$ cat src/rtl/opdec_pkg.sv
package opdec_pkg;

  localparam int OP_W  = 8;
  localparam int VEC_W = 16;
  localparam int CYC_W = 3;
  localparam int CLS_W = 5;

  typedef enum logic [CLS_W-1:0] {
    C_ILL     = 5'd0,
    C_LD8     = 5'd1,
    C_LD8I    = 5'd2,
    C_LD16I   = 5'd3,
    C_PUSH    = 5'd4,
    C_POP     = 5'd5,
    C_ALUR    = 5'd6,
    C_ALUI    = 5'd7,
    C_INCDEC8 = 5'd8,
    C_INCDEC16= 5'd9,
    C_ADDHL   = 5'd10,
    C_JPCC    = 5'd11,
    C_JRCC    = 5'd12,
    C_CALLCC  = 5'd13,
    C_RETCC   = 5'd14,
    C_RST     = 5'd15,
    C_CBOP    = 5'd16
  } iclass_e;

  typedef struct packed {
    iclass_e           cls;
    logic              illegal;
    logic [2:0]        reg_lo;
    logic [2:0]        reg_hi;
    logic [1:0]        pair;
    logic [2:0]        alu;
    logic [1:0]        cc;
    logic [VEC_W-1:0]  rst_vec;
    logic              hl_src;
    logic              hl_dst;
    logic              pair_af;
    logic              down;
    logic [1:0]        cb_group;
    logic              cb_wb;
    logic [CYC_W-1:0]  cycles;
  } decode_t;

endpackage

$ cat src/rtl/opdec_fields.sv
module opdec_fields
  import opdec_pkg::*;
#(
  parameter int VW = VEC_W
) (
  input  logic [OP_W-1:0] op,
  output logic [2:0]      f_lo,
  output logic [2:0]      f_hi,
  output logic [1:0]      f_pair,
  output logic [1:0]      f_cc,
  output logic [VW-1:0]   f_rst
);
  localparam logic [OP_W-1:0] RST_MASK = 8'h38;

  always_comb begin
    f_lo   = op[2:0];
    f_hi   = op[5:3];
    f_pair = op[5:4];
    f_cc   = op[4:3];
    f_rst  = '0;
    f_rst[OP_W-1:0] = op & RST_MASK;
  end
endmodule

$ cat src/rtl/opdec_class.sv
module opdec_class
  import opdec_pkg::*;
(
  input  logic [OP_W-1:0] op,
  input  logic            prefixed,
  input  logic            cond_met,
  output decode_t         d
);
  logic [2:0]       f_lo, f_hi;
  logic [1:0]       f_pair, f_cc;
  logic [VEC_W-1:0] f_rst;
  iclass_e          cls;
  logic             lo_hl, hi_hl, wb;
  logic [CYC_W-1:0] cyc;

  opdec_fields #(.VW(VEC_W)) u_fields (
    .op(op), .f_lo(f_lo), .f_hi(f_hi), .f_pair(f_pair),
    .f_cc(f_cc), .f_rst(f_rst)
  );

  // Class match; order of tests follows the decode priority.
  always_comb begin
    cls = C_ILL;
    if (prefixed)                                   cls = C_CBOP;
    else if (op[7:6] == 2'b01 && op != 8'h76)       cls = C_LD8;
    else if ((op & 8'hC7) == 8'h06)                 cls = C_LD8I;
    else if ((op & 8'hCF) == 8'h01)                 cls = C_LD16I;
    else if ((op & 8'hCF) == 8'hC5)                 cls = C_PUSH;
    else if ((op & 8'hCF) == 8'hC1)                 cls = C_POP;
    else if (op[7:6] == 2'b10)                      cls = C_ALUR;
    else if ((op & 8'hC7) == 8'hC6)                 cls = C_ALUI;
    else if ((op & 8'hC6) == 8'h04)                 cls = C_INCDEC8;
    else if ((op & 8'hC7) == 8'h03)                 cls = C_INCDEC16;
    else if ((op & 8'hE7) == 8'hC2)                 cls = C_JPCC;
    else if ((op & 8'hE7) == 8'h20)                 cls = C_JRCC;
    else if ((op & 8'hE7) == 8'hC4)                 cls = C_CALLCC;
    else if ((op & 8'hCF) == 8'h09)                 cls = C_ADDHL;
    else if ((op & 8'hE7) == 8'hC0)                 cls = C_RETCC;
    else if ((op & 8'hC7) == 8'hC7)                 cls = C_RST;
  end

  assign lo_hl = (f_lo == 3'd6);
  assign hi_hl = (f_hi == 3'd6);
  assign wb    = prefixed && (op[7:6] != 2'b01);

  // Machine-cycle table.
  always_comb begin
    unique case (cls)
      C_LD8:      cyc = (lo_hl || hi_hl) ? 3'd2 : 3'd1;
      C_LD8I:     cyc = hi_hl ? 3'd3 : 3'd2;
      C_LD16I:    cyc = 3'd3;
      C_PUSH,
      C_POP,
      C_RST:      cyc = 3'd4;
      C_ALUR:     cyc = lo_hl ? 3'd2 : 3'd1;
      C_ALUI,
      C_INCDEC16,
      C_ADDHL:    cyc = 3'd2;
      C_INCDEC8:  cyc = hi_hl ? 3'd3 : 3'd1;
      C_JPCC:     cyc = cond_met ? 3'd4 : 3'd3;
      C_JRCC:     cyc = cond_met ? 3'd3 : 3'd2;
      C_CALLCC:   cyc = cond_met ? 3'd6 : 3'd3;
      C_RETCC:    cyc = cond_met ? 3'd5 : 3'd2;
      C_CBOP:     cyc = !lo_hl ? 3'd2 : (wb ? 3'd4 : 3'd3);
      default:    cyc = 3'd1;
    endcase
  end

  always_comb begin
    d          = '0;
    d.cls      = cls;
    d.illegal  = (cls == C_ILL);
    d.reg_lo   = f_lo;
    d.reg_hi   = f_hi;
    d.pair     = f_pair;
    d.alu      = f_hi;
    d.cc       = f_cc;
    d.rst_vec  = f_rst;
    d.hl_src   = lo_hl && (cls == C_LD8 || cls == C_ALUR || cls == C_CBOP);
    d.hl_dst   = (hi_hl && (cls == C_LD8 || cls == C_LD8I || cls == C_INCDEC8))
              || (cls == C_CBOP && wb && lo_hl);
    d.pair_af  = (cls == C_PUSH || cls == C_POP) && (f_pair == 2'd3);
    d.down     = (cls == C_INCDEC16) ? op[3] :
                 (cls == C_INCDEC8)  ? op[0] : 1'b0;
    d.cb_group = prefixed ? op[7:6] : 2'b00;
    d.cb_wb    = wb;
    d.cycles   = cyc;
  end
endmodule

$ cat src/rtl/opdec_seq.sv
module opdec_seq
  import opdec_pkg::*;
#(
  parameter logic [OP_W-1:0] PREFIX_CODE = 8'hCB
) (
  input  logic            clk,
  input  logic            rst_n,
  input  logic            op_valid,
  input  logic [OP_W-1:0] op_byte,
  input  decode_t         d_in,
  output logic            pfx_q,
  output logic            valid_q,
  output decode_t         d_q
);
  typedef enum logic { S_IDLE = 1'b0, S_PFX = 1'b1 } st_e;

  st_e  st_q, st_d;
  logic load;

  always_comb begin
    st_d = st_q;
    load = 1'b0;
    if (op_valid) begin
      if (st_q == S_IDLE && op_byte == PREFIX_CODE) begin
        st_d = S_PFX;
      end else begin
        st_d = S_IDLE;
        load = 1'b1;
      end
    end
  end

  always_ff @(posedge clk or negedge rst_n) begin
    if (!rst_n) begin
      st_q    <= S_IDLE;
      valid_q <= 1'b0;
    end else begin
      st_q    <= st_d;
      valid_q <= load;
    end
  end

  always_ff @(posedge clk or negedge rst_n) begin
    if (!rst_n)    d_q <= '0;
    else if (load) d_q <= d_in;
  end

  assign pfx_q = (st_q == S_PFX);

  p_pfx_enter_r9: assert property (@(posedge clk) disable iff (!rst_n)
    (op_valid && !pfx_q && op_byte == PREFIX_CODE) |=> (pfx_q && !valid_q));
  p_pfx_exit_r9: assert property (@(posedge clk) disable iff (!rst_n)
    (op_valid && pfx_q) |=> (!pfx_q && valid_q && d_q.cls == C_CBOP));
  p_idle_hold_r12: assert property (@(posedge clk) disable iff (!rst_n)
    !op_valid |=> (!valid_q && $stable(d_q) && $stable(pfx_q)));
endmodule

$ cat src/rtl/opdec_top.sv
module opdec_top
  import opdec_pkg::*;
#(
  parameter logic [7:0] PREFIX_CODE = 8'hCB,
  parameter int         SYNC_STAGES = 2
) (
  input  logic        clk,
  input  logic        rst_n,
  input  logic        op_valid,
  input  logic [7:0]  op_byte,
  input  logic        cond_met,
  output logic        dec_valid,
  output logic        pfx_wait,
  output logic [4:0]  iclass,
  output logic        illegal,
  output logic [2:0]  reg_lo,
  output logic [2:0]  reg_hi,
  output logic [1:0]  pair_idx,
  output logic [2:0]  alu_op,
  output logic [1:0]  cc,
  output logic [15:0] rst_vec,
  output logic        hl_src,
  output logic        hl_dst,
  output logic        pair_af,
  output logic        dec_down,
  output logic [1:0]  cb_group,
  output logic        cb_wb,
  output logic [2:0]  mcycles
);
  localparam int SYNC_LAST = SYNC_STAGES - 1;

  logic    rst_int_n;
  logic    pfx_q, valid_q;
  decode_t d_comb, d_q;

  // Reset: asserted asynchronously, released after SYNC_STAGES edges.
  generate
    if (SYNC_STAGES <= 1) begin : g_sync1
      logic s_q;
      always_ff @(posedge clk or negedge rst_n) begin
        if (!rst_n) s_q <= 1'b0;
        else        s_q <= 1'b1;
      end
      assign rst_int_n = s_q;
    end else begin : g_syncn
      logic [SYNC_LAST:0] s_q;
      always_ff @(posedge clk or negedge rst_n) begin
        if (!rst_n) s_q <= '0;
        else        s_q <= {s_q[SYNC_LAST-1:0], 1'b1};
      end
      assign rst_int_n = s_q[SYNC_LAST];
    end
  endgenerate

  opdec_class u_class (
    .op(op_byte), .prefixed(pfx_q), .cond_met(cond_met), .d(d_comb)
  );

  opdec_seq #(.PREFIX_CODE(PREFIX_CODE)) u_seq (
    .clk(clk), .rst_n(rst_int_n), .op_valid(op_valid), .op_byte(op_byte),
    .d_in(d_comb), .pfx_q(pfx_q), .valid_q(valid_q), .d_q(d_q)
  );

  assign dec_valid = valid_q;
  assign pfx_wait  = pfx_q;
  assign iclass    = d_q.cls;
  assign illegal   = d_q.illegal;
  assign reg_lo    = d_q.reg_lo;
  assign reg_hi    = d_q.reg_hi;
  assign pair_idx  = d_q.pair;
  assign alu_op    = d_q.alu;
  assign cc        = d_q.cc;
  assign rst_vec   = d_q.rst_vec;
  assign hl_src    = d_q.hl_src;
  assign hl_dst    = d_q.hl_dst;
  assign pair_af   = d_q.pair_af;
  assign dec_down  = d_q.down;
  assign cb_group  = d_q.cb_group;
  assign cb_wb     = d_q.cb_wb;
  assign mcycles   = d_q.cycles;

  p_illegal_r11: assert property (@(posedge clk) disable iff (!rst_int_n)
    (dec_valid && illegal) |-> (iclass == 5'd0 && mcycles == 3'd1));
  p_pair_af_r7: assert property (@(posedge clk) disable iff (!rst_int_n)
    (dec_valid && pair_af) |-> (pair_idx == 2'd3 && (iclass == 5'd4 || iclass == 5'd5)));
  p_cb_wb_r10: assert property (@(posedge clk) disable iff (!rst_int_n)
    (dec_valid && iclass == 5'd16) |-> (cb_wb == (cb_group != 2'b01)));
  p_cycles_range_r5: assert property (@(posedge clk) disable iff (!rst_int_n)
    dec_valid |-> (mcycles >= 3'd1 && mcycles <= 3'd6));
  p_no_load_76_r3: assert property (@(posedge clk) disable iff (!rst_int_n)
    (op_valid && !pfx_wait && op_byte == 8'h76) |=> (iclass != 5'd1));
endmodule

$ cat config.mk
export PLATFORM = sky130hd
export DESIGN_NAME = opdec_top
export DESIGN_NICKNAME = d
export VERILOG_FILES = /design/src/rtl/opdec_pkg.sv /design/src/rtl/opdec_fields.sv /design/src/rtl/opdec_class.sv /design/src/rtl/opdec_seq.sv /design/src/rtl/opdec_top.sv
export SDC_FILE = /design/constraint.sdc
export NUM_CORES = 1
export LEC_CHECK = 0
export BUFFER_PORTS_ARGS = -buffer_cell sky130_fd_sc_hd__buf_2
export CAP_MARGIN = 20
export CORE_MARGIN = 2
export CORE_UTILIZATION = 36
export CTS_BUF_LIST = sky130_fd_sc_hd__clkbuf_2 sky130_fd_sc_hd__clkbuf_4 sky130_fd_sc_hd__clkbuf_8
export DETAILED_ROUTE_END_ITERATION = 12
export GPL_TIMING_DRIVEN = 1
export PLACE_DENSITY = 0.64
export SKIP_CTS_REPAIR_TIMING = 1
export SLEW_MARGIN = 20
export SYNTH_ARGS = -nofsm -noshare
export SYNTH_HDL_FRONTEND = slang
export SYNTH_SLANG_ARGS = --single-unit
$ cat constraint.sdc
create_clock -name clk -period 0.9 [get_ports clk]
set_clock_uncertainty 0.1 [all_clocks]
set_input_delay 0.135 -clock clk [delete_from_list [all_inputs] [get_ports clk]]
set_output_delay 0.135 -clock clk [all_outputs]
set_load 0.1 [all_outputs]
==> out/metrics.yaml, run 1 <==
post-place-ws_ns: -1.274
cts_root_buffer: "clkbuf_8"
crit_fanout: 4
synth-edff-count: 0
total_power_uw: 5520
die_area_um2: 5752
cts_buffers: 3
h-tree-depth: 1
synthCells: 224
synth_area_per_cell_um2: 8.295
drv_cap: 0
final_antenna_net_count: 0
post_drt_wl_per_cell_um: 15.26
gr-total-overflow: 0
io_buffers: 45
synth_seq_cells: 26
drtIter0Drc: 162
gp_congestion: 0.8947
irDropWorstVdd_uv: 804.2
hpwl_um: 4594
violations: "setup timing"
numClockSinks: 26
critPathArrivalTime_ns: 1.91
grt_start_max_net_pins: 25
yosys_warnings: 0
drc: 0
synth_top_family_by_area: "simple AND/OR/NAND/NOR gates"
start_kind: "flop"
insertion_delay_ns: 0.28
synth_mux_area_share_pct: 1.077
synth-compound-area-share_pct: 23.10
status: "finished with violations"
final_util_pct: 72.53
io_pins: 59
grt.total_usage_pct: 20.75
ys.flop_type: "dfrtp_1"
grt_pass1_wl_um: 8956
drt_first_pass_iters: 4
clockBufferDepth: 2
die_w_um: 75.84
critPathKind: "reg -> reg"
num-nets-final: 350
area_delta_synth_final_pct: 96.84
clk_pin_slew_ns: 0.10
antenna_cells: 0
synthArstFlopShare_pct: 100.0
tns_ns: -29.81
rsz0062_at_grt: "yes"
synth_fa_ha_area_share_pct: 0
period_needed_ns: 1.834
setup-violations-final: 58
slew_headroom_pct: 66.16
fmax_ghz: 0.5452
cts_tree: "yes"
die_h_um: 75.84
start_util_pct: 36.85
hold_violations: 0
vias_per_cell: 5.069
fin_crit_sh_pct: 203.8
holdWs_ns: 0.04794
slew_violations: 0
synthDistinctLibCells: 55
netlist_area_um2: 1858
worst_slack_ns: -0.9341
synth_xor_area_share_pct: 0.4714
fillers: 365
drive_gt1_share_pct: 63.80
hp-class: "in -> async"
critPathRequiredTime_ns: 0.98
synth_simple_gate_area_share_pct: 25.99
grt_pass1_vias: 1806
layout_common_cells: "buf_4, buf_12, nand2_1"
vias: 2063
tightest_slew_ns: 0.5013
routed_wl_um: 6211
core_area_um2: 5042
num_rows: 26
leakage_uw: 0.001636
layout_commonest_cell: "buf_4"
antenna_found_initial: 0
cellPowerDensity_nw_per_um2: 1509
seq_area_frac_synth_pct: 35.02
endpoint_kind: "flop"
sequential cells by signal (all words and copies together), names as in the netlist:
name           flops
u_seq.pfx_q        1
g_syncn.s_q        2
u_seq.d_q         22
u_seq.valid_q      1
critical path, cell delays in order (launching register included):
cell	delay, ns
dfrtp_4	0.53
inv_1	0.13
o21ai_0	0.14
buf_4	0.19
o21bai_1	0.24
mux2i_2	0.16
a21oi_1	0.17
o31ai_1	0.07
metrics by stage:
step,std cells,instance area (um2)
floorplan,236,2195
global placement,384,3119
detailed placement,384,3119
CTS,388,3191
global route,407,3657
finish,407,3657
cells in the mapped netlist, types with 5 or more instances:
| cell type | instances | area share [%] |
|---|---|---|
| nand2_1 | 46 | 9.3 |
| dfrtp_1 | 26 | 35 |
| buf_4 | 24 | 9.7 |
| o21ai_0 | 12 | 3.2 |
| nand3_1 | 8 | 2.2 |
| nor2_1 | 8 | 1.6 |
| a21oi_1 | 7 | 1.9 |
| inv_1 | 6 | 1.2 |
| buf_2 | 5 | 1.3 |
cell families after synthesis:
family | Yosys count
compound gates | 59
buf+inv | 41
simple gates | 93
mux | 2
xor+xnor | 1
flops | 26
other cells | 2
per-layer routing:
layer | share of wire [%] | track usage, % | vias up
li1 | - | - | 987
met2 | 50 | 33.62 | 72
met4 | 2.2 | 7.212 | 0
met5 | 0 | 0 | -
met3 | 5.8 | 2.116 | 13
met1 | 41 | 28.75 | 991
layout make-up:
cell class | instances | area [um2] | share of cell area, %
Sequential cell | 26 | 688.2 | 18.82
Tap cell | 70 | 87.58 | 2.395
Timing Repair inverter | 1 | 11.26 | 0.3079
Multi-Input combinational cell | 169 | 1244 | 34.01
Inverter | 6 | 30.03 | 0.8211
Clock buffer | 3 | 41.29 | 1.129
Clock inverter | 1 | 30.03 | 0.8211
Timing Repair Buffer | 131 | 1525 | 41.70
path summary, 6_finish.rpt:
kind / from / endpoint / slack [ns] / depth (start not counted)
min: rst_n / g_syncn.s_q[0]$_DFF_PN0_ / 0.05 / 2
max in group asynchronous: g_syncn.s_q[1]$_DFF_PN0_ / u_seq.d_q[26]$_DFFE_PN0P_ / 0.43 / 1
min in group clk: op_byte[3] / u_seq.d_q[26]$_DFFE_PN0P_ / 0.10 / 4
max reg2reg: u_seq.pfx_q$_DFFE_PN0P_ / u_seq.d_q[9]$_DFFE_PN0P_ / -0.93 / 7
max: u_seq.pfx_q$_DFFE_PN0P_ / u_seq.d_q[9]$_DFFE_PN0P_ / -0.93 / 7
min reg2reg: g_syncn.s_q[1]$_DFF_PN0_ / u_seq.d_q[29]$_DFFE_PN0P_ / 0.11 / 1
where the power goes:
part / switching [uW] / internal (uW)
sequential: 150 / 1300
combinational: 1920 / 1130
clock: 424 / 596
total: 2490 / 3030
No activity file was read; power rests on OpenSTA's default activity.
==> run 2: changes to the inputs <==
--- a/config.mk
+++ b/config.mk
@@ -5,6 +5,7 @@
 export SDC_FILE = /design/constraint.sdc
 export NUM_CORES = 1
 export LEC_CHECK = 0
+export ABC_AREA = 1
 export BUFFER_PORTS_ARGS = -buffer_cell sky130_fd_sc_hd__buf_2
 export CAP_MARGIN = 20
 export CORE_MARGIN = 2
==> run 2 against run 1 <==
Against the previous run: the run still ends with setup timing left; utilization is 2.3 points lower; non-clock buffer count is 12 lower; cell count is 7.6% higher; wire length is 1.1% lower; fmax is 10% higher; critical endpoint is now u_seq.d_q[0]$_DFFE_PN0P_; highest routed layer unchanged.
==> out/metrics.yaml, run 2 <==
violations: "setup timing"
synthCells: 261
layout_commonest_cell: "buf_4"
rsz0062_at_grt: "yes"
drt_first_pass_iters: 4
vias_per_cell: 4.858
multi_input_area_um2: 1211
io_pins: 59
num-nets-final: 381
leakage_uw: 0.001736
area_delta_synth_final_pct: 89.55
yosys_warnings: 0
period_needed_ns: 1.662
die_area_um2: 5814
antenna_found_initial: 0
critPathArrivalTime_ns: 1.79
core_area_um2: 5075
layout_common_cells: "buf_4, nand2_1, buf_12"
ys.flop_type: "dfrtp_1"
critPathKind: "in -> reg"
hold_violations: 0
clockBufferDepth: 2
synth-edff-count: 0
drtIter0Drc: 114
endpoint_kind: "flop"
holdWs_ns: 0.05870
synth_most_common_cell: "nand2_1"
reg_top3: "u_seq.d_q: 22 flops, g_syncn.s_q: 2 flops"
synth_top_area_cell: "dfrtp_1"
start_kind: "input port"
grt_pass1_vias: 1911
cellPowerDensity_nw_per_um2: 1469
numClockSinks: 26
insertion_delay_ns: 0.27
status: "finished with violations"
routed_wl_um: 6143
irDropWorstVdd_uv: 773.6
grt_pass1_wl_um: 8866
synthTopCellsByCount: "nand2_1, nand3_1, dfrtp_1"
slew_violations: 0
setup-violations-final: 58
seq_area_frac_synth_pct: 34.62
worst_slack_ns: -0.7615
clk_pin_slew_ns: 0.09
fmax_ghz: 0.6019
synth_top_cell_area_share_pct: 34.62
synthDistinctLibCells: 26
fillers: 374
cts_root_buffer: "clkbuf_8"
r2r_slack_ns: -0.73
critPathRequiredTime_ns: 1.03
cts_buffers: 3
ys_top_cells_by_area: "dfrtp_1, nand2_1, buf_4"
io_buffers: 45
synth_seq_cells: 26
grt_start_max_net_pins: 26
drive_gt1_share_pct: 61.96
drv_cap: 0
post_drt_wl_per_cell_um: 14.03
fin_cells: 438
synth_area_per_cell_um2: 7.200
hp-class: "in -> async"
grt.total_usage_pct: 18.47
dp_cells: 407
h-tree-depth: 1
cts_tree: "yes"
post-place-ws_ns: -1.041
vias: 2128
netlist_area_um2: 1879
drc: 0
gr-total-overflow: 0
largest_register_ffs: 22
fin_crit_sh_pct: 184.6
die_w_um: 76.25
synthArstFlopShare_pct: 100.0
num_rows: 26
hpwl_um: 4178
total_power_uw: 5234
die_h_um: 76.25
max_flop_register: "u_seq.d_q"
antenna_cells: 0
gp_congestion: 0.9983
start_util_pct: 37.03
final_antenna_net_count: 0
crit_fanout: 5
regArea_um2: 689.4
## run 2: logic make-up after synthesis
logic type | Yosys count | synth area share (%)
AND/OR/NAND/NOR | 157 | 42.68
other | 2 | 0.3996
buffers and inverters | 54 | 15.51
flip-flops | 26 | 34.62
AO/OA/AOI/OAI | 22 | 6.791
## run 2: layout make-up
class	instances	area share, %
timing repair buffer	119	39.41
multi-input combinational	193	34.00
sequential	26	19.35
clock buffer	4	1.545
tap	70	2.459
inverter	26	3.231
## run 2: report_power, final
part | internal (uW) | switching (uW)
Clock | 392 | 377
Combinational | 1070 | 1940
Sequential | 1300 | 155
Total | 2760 | 2470
## run 2: worst max-delay path: stages
cell and delay (ns):
buf_2 0.15, nand2_4 0.11, inv_2 0.06, nand3_2 0.08, nand2_2 0.09, nor2_4 0.20
nand4_4 0.16, nand2_4 0.14, buf_12 0.11, buf_4 0.09, nand4_1 0.12, nand2_1 0.11
nand3b_1 0.11, nand2_1 0.06, inv_1 0.05
## run 2: metrics by stage
| step | setup TNS, ns | instance area [um2] | utilization [%] |
|---|---|---|---|
| after floorplan | -21.63 | 2113 | - |
| after global placement | -17.55 | 2973 | 58.58 |
| after detailed placement | -17.69 | 2973 | 58.58 |
| after CTS | -24.24 | 3028 | 59.66 |
| after global routing | -27.20 | 3562 | 70.19 |
| final | -24.70 | 3562 | 70.19 |
## run 2: worst paths after layout
path                       cells after the start                startpoint                   endpoint
max                                           15                op_byte[7]   u_seq.d_q[0]$_DFFE_PN0P_
min                                            2                     rst_n   g_syncn.s_q[0]$_DFF_PN0_
max reg2reg                                   10   u_seq.pfx_q$_DFFE_PN0P_   u_seq.d_q[1]$_DFFE_PN0P_
min reg2reg                                    1  g_syncn.s_q[1]$_DFF_PN0_   u_seq.d_q[7]$_DFFE_PN0P_
max in group asynchronous                      1  g_syncn.s_q[1]$_DFF_PN0_    u_seq.pfx_q$_DFFE_PN0P_
min in group clk                               4                op_byte[4]  u_seq.d_q[29]$_DFFE_PN0P_
## run 2: per-layer routing
layer	global-route usage [%]	routed length, um
met5	0	0
met3	2.014	326
met1	24.20	2532
met2	31.59	3162
met4	6.545	121
